### config.mk
export PLATFORM = sky130hd
export DESIGN_NAME = dual_pot_ctrl
export DESIGN_NICKNAME = d
export VERILOG_FILES = /design/src/rtl/dpot_pkg.sv /design/src/rtl/dpot_sync.sv /design/src/rtl/dpot_shift.sv /design/src/rtl/dpot_bank.sv /design/src/rtl/dual_pot_ctrl.sv
export SDC_FILE = /design/constraint.sdc
export NUM_CORES = 1
export LEC_CHECK = 0
export ABC_AREA = 0
export BUFFER_PORTS_ARGS = -buffer_cell sky130_fd_sc_hd__buf_2
export CORE_ASPECT_RATIO = 0.6
export CORE_MARGIN = 2
export CORE_UTILIZATION = 45
export DETAILED_ROUTE_END_ITERATION = 6
export SETUP_SLACK_MARGIN = 0.1
export SLEW_MARGIN = 20
export SYNTH_ARGS = -nofsm -noshare
export SYNTH_HDL_FRONTEND = slang
export SYNTH_SLANG_ARGS = --single-unit
export TNS_END_PERCENT = 30
### constraint.sdc
create_clock -name clk -period 5 [get_ports clk]
set_input_delay 1 -clock clk [delete_from_list [all_inputs] [get_ports clk]]
set_output_delay 1 -clock clk [all_outputs]
set_load 0.02 [all_outputs]
### src/rtl/dpot_pkg.sv
package dpot_pkg;
  localparam int FRAME_W = 16;
  localparam int CNT_W   = $clog2(FRAME_W);
  localparam int BYTE_W  = 8;

  typedef enum logic [1:0] {
    OP_IDLE  = 2'b00,
    OP_WRITE = 2'b01,
    OP_SHUT  = 2'b10,
    OP_SPARE = 2'b11
  } op_e;

  // operation field of a command byte
  function automatic op_e cmd_op(input logic [BYTE_W-1:0] cmd);
    return op_e'(cmd[5:4]);
  endfunction

  // channel select: low bits of the command byte, one bit per channel
  function automatic logic chan_hit(input logic [BYTE_W-1:0] cmd, input int ch);
    return cmd[ch];
  endfunction

  // frame accepted when at least one clock seen and count wraps to zero
  function automatic logic frame_ok(input logic [CNT_W-1:0] cnt, input logic seen);
    return seen && (cnt == '0);
  endfunction
endpackage

### src/rtl/dpot_sync.sv
module dpot_sync #(
  parameter int W = 1,
  parameter logic [W-1:0] RST = '0
) (
  input  logic         clk,
  input  logic         rst_n,
  input  logic [W-1:0] d,
  output logic [W-1:0] q
);
  logic [W-1:0] meta;

  always_ff @(posedge clk or negedge rst_n) begin
    if (!rst_n) begin
      meta <= RST;
      q    <= RST;
    end else begin
      meta <= d;
      q    <= meta;
    end
  end
endmodule

### src/rtl/dpot_shift.sv
module dpot_shift
  import dpot_pkg::*;
(
  input  logic               clk,
  input  logic               rst_n,
  input  logic               cs_q,
  input  logic               sdi_q,
  input  logic               sck_rise,
  input  logic               sck_fall,
  input  logic               cs_fall,
  input  logic               cs_rise,
  output logic               sdo,
  output logic               exec,
  output logic [FRAME_W-1:0] frame
);
  logic [CNT_W-1:0] cnt_q;
  logic             seen_q;
  logic             sdo_q;

  always_ff @(posedge clk or negedge rst_n) begin
    if (!rst_n) begin
      frame  <= '0;
      cnt_q  <= '0;
      seen_q <= 1'b0;
      sdo_q  <= 1'b0;
    end else if (cs_fall) begin
      cnt_q  <= '0;
      seen_q <= 1'b0;
      sdo_q  <= frame[FRAME_W-1];
    end else if (!cs_q) begin
      if (sck_rise) begin
        frame  <= {frame[FRAME_W-2:0], sdi_q};
        cnt_q  <= cnt_q + 1'b1;
        seen_q <= 1'b1;
      end
      if (sck_fall) begin
        sdo_q <= frame[FRAME_W-1];
      end
    end
  end

  assign exec = cs_rise && frame_ok(cnt_q, seen_q);
  assign sdo  = cs_q ? 1'b0 : sdo_q;
endmodule

### src/rtl/dpot_bank.sv
module dpot_bank
  import dpot_pkg::*;
#(
  parameter int NCH = 2,
  parameter int CW  = 8,
  parameter logic [CW-1:0] MID = 8'h80
) (
  input  logic               clk,
  input  logic               rst_n,
  input  logic               exec,
  input  logic [FRAME_W-1:0] frame,
  input  logic               rs_act,
  input  logic               shdn_q,
  input  logic               shdn_rise,
  input  logic               cs_rise,
  output logic [NCH*CW-1:0]  latch_bus,
  output logic [NCH*CW-1:0]  wiper_o,
  output logic [NCH-1:0]     a_open_o,
  output logic [NCH-1:0]     bw_short_o
);
  logic [BYTE_W-1:0] cmd;
  logic [CW-1:0]     data;
  op_e               op;
  logic              pulse_seen_q;
  logic              sw_release;

  assign cmd  = frame[FRAME_W-1 -: BYTE_W];
  assign data = frame[CW-1:0];
  assign op   = cmd_op(cmd);

  // chip-select pulse seen during hardware shutdown
  always_ff @(posedge clk or negedge rst_n) begin
    if (!rst_n)              pulse_seen_q <= 1'b0;
    else if (shdn_rise)      pulse_seen_q <= 1'b0;
    else if (cs_rise && !shdn_q) pulse_seen_q <= 1'b1;
  end

  assign sw_release = shdn_rise && pulse_seen_q;

  for (genvar c = 0; c < NCH; c++) begin : g_ch
    logic [CW-1:0] latch_q;
    logic [CW-1:0] app_q;
    logic          sw_q;
    logic          hit;

    assign hit = exec && chan_hit(cmd, c);

    always_ff @(posedge clk or negedge rst_n) begin
      if (!rst_n) begin
        latch_q <= MID;
        sw_q    <= 1'b0;
      end else begin
        if (rs_act) begin
          latch_q <= MID;
        end else if (hit && op == OP_WRITE) begin
          latch_q <= data;
        end
        if (sw_release) begin
          sw_q <= 1'b0;
        end else if (hit && op == OP_WRITE) begin
          sw_q <= 1'b0;
        end else if (hit && op == OP_SHUT) begin
          sw_q <= 1'b1;
        end
      end
    end

    // applied code tracks the latch except in hardware shutdown
    always_ff @(posedge clk or negedge rst_n) begin
      if (!rst_n)      app_q <= MID;
      else if (shdn_q) app_q <= latch_q;
    end

    assign latch_bus[c*CW +: CW] = latch_q;
    assign wiper_o[c*CW +: CW]   = app_q;
    assign a_open_o[c]           = !shdn_q || sw_q;
    assign bw_short_o[c]         = !shdn_q || sw_q;
  end
endmodule

### src/rtl/dual_pot_ctrl.sv
module dual_pot_ctrl
  import dpot_pkg::*;
#(
  parameter int NCH = 2,
  parameter int CW  = 8,
  parameter logic [CW-1:0] MID = 8'h80
) (
  input  logic              clk,
  input  logic              rst_n,
  input  logic              sck,
  input  logic              sdi,
  input  logic              cs_n,
  input  logic              rs_n,
  input  logic              shdn_n,
  output logic              sdo,
  output logic [NCH*CW-1:0] wiper_o,
  output logic [NCH-1:0]    a_open_o,
  output logic [NCH-1:0]    bw_short_o
);
  localparam int NSYNC = 5;

  logic [NSYNC-1:0]   pins_q;
  logic sck_q, sdi_q, cs_q, rs_q, shdn_q;
  logic sck_d, cs_d, shdn_d;
  logic sck_rise, sck_fall, cs_rise, cs_fall, cs_edge, shdn_rise;
  logic rs_act, exec_pulse;
  logic [FRAME_W-1:0] frame;
  logic [NCH*CW-1:0]  latch_bus;

  dpot_sync #(.W(NSYNC), .RST(5'b11100)) u_sync (
    .clk (clk),
    .rst_n (rst_n),
    .d   ({shdn_n, rs_n, cs_n, sdi, sck}),
    .q   (pins_q)
  );

  assign {shdn_q, rs_q, cs_q, sdi_q, sck_q} = pins_q;

  always_ff @(posedge clk or negedge rst_n) begin
    if (!rst_n) begin
      sck_d  <= 1'b0;
      cs_d   <= 1'b1;
      shdn_d <= 1'b1;
    end else begin
      sck_d  <= sck_q;
      cs_d   <= cs_q;
      shdn_d <= shdn_q;
    end
  end

  assign sck_rise  = sck_q && !sck_d;
  assign sck_fall  = !sck_q && sck_d;
  assign cs_rise   = cs_q && !cs_d;
  assign cs_fall   = !cs_q && cs_d;
  assign cs_edge   = cs_rise || cs_fall;
  assign shdn_rise = shdn_q && !shdn_d;
  assign rs_act    = !rs_q && cs_q;

  dpot_shift u_shift (
    .clk      (clk),
    .rst_n    (rst_n),
    .cs_q     (cs_q),
    .sdi_q    (sdi_q),
    .sck_rise (sck_rise),
    .sck_fall (sck_fall),
    .cs_fall  (cs_fall),
    .cs_rise  (cs_rise),
    .sdo      (sdo),
    .exec     (exec_pulse),
    .frame    (frame)
  );

  dpot_bank #(.NCH(NCH), .CW(CW), .MID(MID)) u_bank (
    .clk        (clk),
    .rst_n      (rst_n),
    .exec       (exec_pulse),
    .frame      (frame),
    .rs_act     (rs_act),
    .shdn_q     (shdn_q),
    .shdn_rise  (shdn_rise),
    .cs_rise    (cs_rise),
    .latch_bus  (latch_bus),
    .wiper_o    (wiper_o),
    .a_open_o   (a_open_o),
    .bw_short_o (bw_short_o)
  );
endmodule

==> impl_summary.txt <==
----------------------------------------------------
[Run status]
  Run status ... completed

[Final layout]
  Syn-to-layout area delta ... 14.6%
  Antenna diode count ... 0
  Finished layout cell area ... 3180 sq um
  Most common cell after layout, fill and taps aside ... dfrtp_1
  Most frequent cells in the layout ... dfrtp_1, mux2_2, buf_2, nand2_1, mux2i_1
  Final design utilization ... 52.7%
  Share of post-route cells with drive strength above 1 ... 39.5%
  Layout net count ... 242
  Post-route non-filler standard cell count ... 322
  Multi-input combinational cell area ... 926 sq um
  Layout filler cell count ... 537
  Register area ... 1770 sq um

[STA]
  Final critical-path share of the clock period ... 49.5%
  Worst hold slack across all endpoints ... 350 ps
  Endpoints failing setup ... 0
  Headroom to the max-slew limit ... 49.7%
  Clock Skew ... 8.36 ps
  Maximum clock frequency ... 404 MHz
  Max-slew violation total from the final report ... 0
  Setup repair after global routing missed its margin ... no
  Worst-margin pin slew ... 754 ps
  Final Hold Viols ... 0
  Minimum setup slack in the final design ... 2520 ps
  Crit path time final ... 2480 ps
  Setup TNS ... 0 ps

[Routing]
  Wire length per cell after detailed routing ... 14.1 um
  Routed Wire Length ... 4.54 mm
  Vias per cell ... 4.88
  Number of nets with antenna violations after detailed routing ... 0
  DRC violation count after routing ... 0
  Via total after detailed routing ... 1571
  First DRT Iteration DRCs ... 85
  TritonRoute pass-1 iters ... 4

[Global route]
  Initial antenna violation count ... 0
  Vias in the first global route ... 1528
  Wire length of the first global-routing pass ... 7.82 mm
  Pin count of the biggest net entering global routing ... 40
  Remaining Overflow, GRT ... 0
  GRT Util Overall ... 15.4%

[Pwr]
  Post-layout total power ... 1.14 mW
  Leakage Power ... 1.55 nW
  Power Dens Cells ... 359 nW/um^2
  IR Drop Worst-Case VDD ... 0.152 mV

[Floorplan]
  Number of primary I/O pins ... 28
  Floorplan Core Area ... 6030 sq um
  Width of the die ... 105 um
  Die height ... 64.8 um
  Starting Density ... 46.0%
  Floorplan die area ... 6830 sq um
  Number of cell rows ... 22

[Setup path]
  Slowest library cell on the worst path ... dfstp_2
  Worst Reg-to-Reg Cells ... 5
  Worst flop-to-flop path startpoint ... u_shift.cnt_q[0]
  Critical path data arrival time ... 1480 ps
  Nature of the critical path startpoint ... flop
  Max FO, Critical Path ... 21
  Combined buffer and inverter count along the critical path ... 1
  Nature of the critical path endpoint ... output port
  Critical path required time ... 4000 ps
  Maximum single-stage delay on the critical path ... 840 ps
  Cell Chain, Critical Path ... nand2b_1 > buf_2
  Worst r2r dst ... u_bank.g_ch[1].latch_q[1]
  Type of the worst setup path ... flop to output port
  Register-to-Register Setup Slack ... 3180 ps
  Family with the most delay on the worst path ... flip-flops

[Synthesis]
  Net Count, Synth ... 212
  Sequential cell area fraction in the yosys report ... 63.7%
  Count of distinct cell types in the synthesized netlist ... 36
  Total of warnings raised by yosys ... 0
  Avg Inst Size Synth ... 13.7 sq um
  Gate count of the mapped netlist ... 203
  Count of state elements after synthesis ... 70
  Cell area after synthesis ... 2780 sq um

[CTS]
  TritonCTS clock tree ... yes
  Post-CTS resize count ... 0
  Number of buffers inserted during clock tree synthesis ... 9
  Num Clock Sinks ... 70
  Clock transition at path regs ... 70 ps
  Hold Buf Count CTS ... 0
  Maximum root-to-sink buffer count ... 2
  Cell at the root of the clock tree ... clkbuf_8
  Worst-Skew Late Latency ... 330 ps
  Post-CTS setup buffer count ... 0
  Level count of the clock H-tree ... 3

[Flow run]
  Number of max-cap violations ... 0

[Worst hold path]
  Hold/Removal Path Class ... flop to flop
  Worst hold path startpoint ... u_sync.meta[0]
  Cell depth of the worst min-delay path ... 0
  Worst Hold Path EP ... u_sync.q[0]

[Place]
  Post-DP HPWL ... 2.95 mm
  Count of input and output buffers ... 27
  Placed Instances ... 306
  Final RePlAce weighted congestion ... 0.786
  Instance area after placement ... 2980 sq um
  Placement-stage worst setup slack ... 2860 ps

----------------------------------------------------
==> final cells by class <==
class | count | share of cell area [%]
Multi-Input combinational cell | 116 | 29.1
Tap cell | 84 | 3.31
Clock inverter | 3 | 1.34
Clock buffer | 13 | 5.00
Inverter | 6 | 0.708
Sequential cell | 70 | 55.6
Timing Repair Buffer | 30 | 4.96
==> synth_stat cells, drive strengths merged <==
cell / n / area (sq um)
mux2: 33 / 372
o31ai: 1 / 7.51
nor2: 5 / 18.8
a22oi: 1 / 7.51
nor2b: 3 / 18.8
o311ai: 1 / 8.76
dfrtp: 58 / 1450
nand2: 24 / 90.1
buf: 6 / 47.5
o41ai: 1 / 8.76
or4: 1 / 11.3
or3: 1 / 7.51
nor4: 2 / 12.5
nand2b: 4 / 25.0
nand4b: 1 / 8.76
a31oi: 1 / 6.26
o32ai: 1 / 8.76
nor3: 2 / 15.0
o21ai: 2 / 10.0
mux2i: 17 / 170
nand3: 1 / 5.00
and4b: 1 / 10.0
a21oi: 3 / 15.0
or2: 1 / 8.76
ha: 2 / 25.0
dfstp: 12 / 315
nand3b: 1 / 7.51
o22ai: 2 / 12.5
clkbuf: 5 / 18.8
nor3b: 2 / 15.0
o211ai: 1 / 7.51
inv: 6 / 22.5
nand4: 1 / 6.26
==> where the power goes <==
part	switching (mW)	internal (mW)
Sequential	0.0230	0.595
Clock	0.196	0.257
Combinational	0.0387	0.0310
==> worst max path at each step <==
| stage | from | endpoint | slack, ps | depth (start not counted) |
|---|---|---|---|---|
| floorplan | u_sync.q[4] | bw_short_o[0] | 2720 | 3 |
| global placement | rst_n | u_sync.meta[3] | 2880 | 2 |
| detailed placement | u_sync.q[4] | a_open_o[1] | 2860 | 2 |
| CTS | u_sync.q[4] | a_open_o[1] | 2480 | 2 |
| global route | u_sync.q[4] | a_open_o[0] | 2400 | 2 |
| finish | u_sync.q[4] | bw_short_o[0] | 2520 | 2 |
==> per-layer routing <==
metal,track usage [%],wire [um],vias to the layer above
li1,-,-,761
met1,23.9,2530,770
met2,18.9,1740,33
met3,5.03,225,7
met4,7.00,45,0
met5,0,0,-
==> cell families (layout without fill, tap and decap cells) <==
family / count (synthesis) / in the layout / share of synthesized area, %
buffers and inverters: 17 / 52 / 3.20
AND/OR/NAND/NOR: 50 / 50 / 9.38
flip-flops: 70 / 70 / 63.7
adder cells (fa/ha/maj): 2 / 2 / 0.902
multiplexers: 50 / 50 / 19.5
AO/OA/AOI/OAI: 14 / 14 / 3.34
==> state kept, by name, summed over array words and instances (netlist names) <==
| signal | cells |
|---|---|
| u_sync.meta | 5 |
| u_bank.g_ch.latch_q | 16 |
| u_shift.frame | 16 |
| u_bank.g_ch.app_q | 16 |
| u_sync.q | 5 |
| u_bank.g_ch.sw_q | 2 |
| shdn_d | 1 |
| sck_d | 1 |
| u_shift.seen_q | 1 |
| u_shift.cnt_q | 4 |
| u_shift.sdo_q | 1 |
| u_bank.pulse_seen_q | 1 |
| cs_d | 1 |
Power figures use the tool's default switching activity.
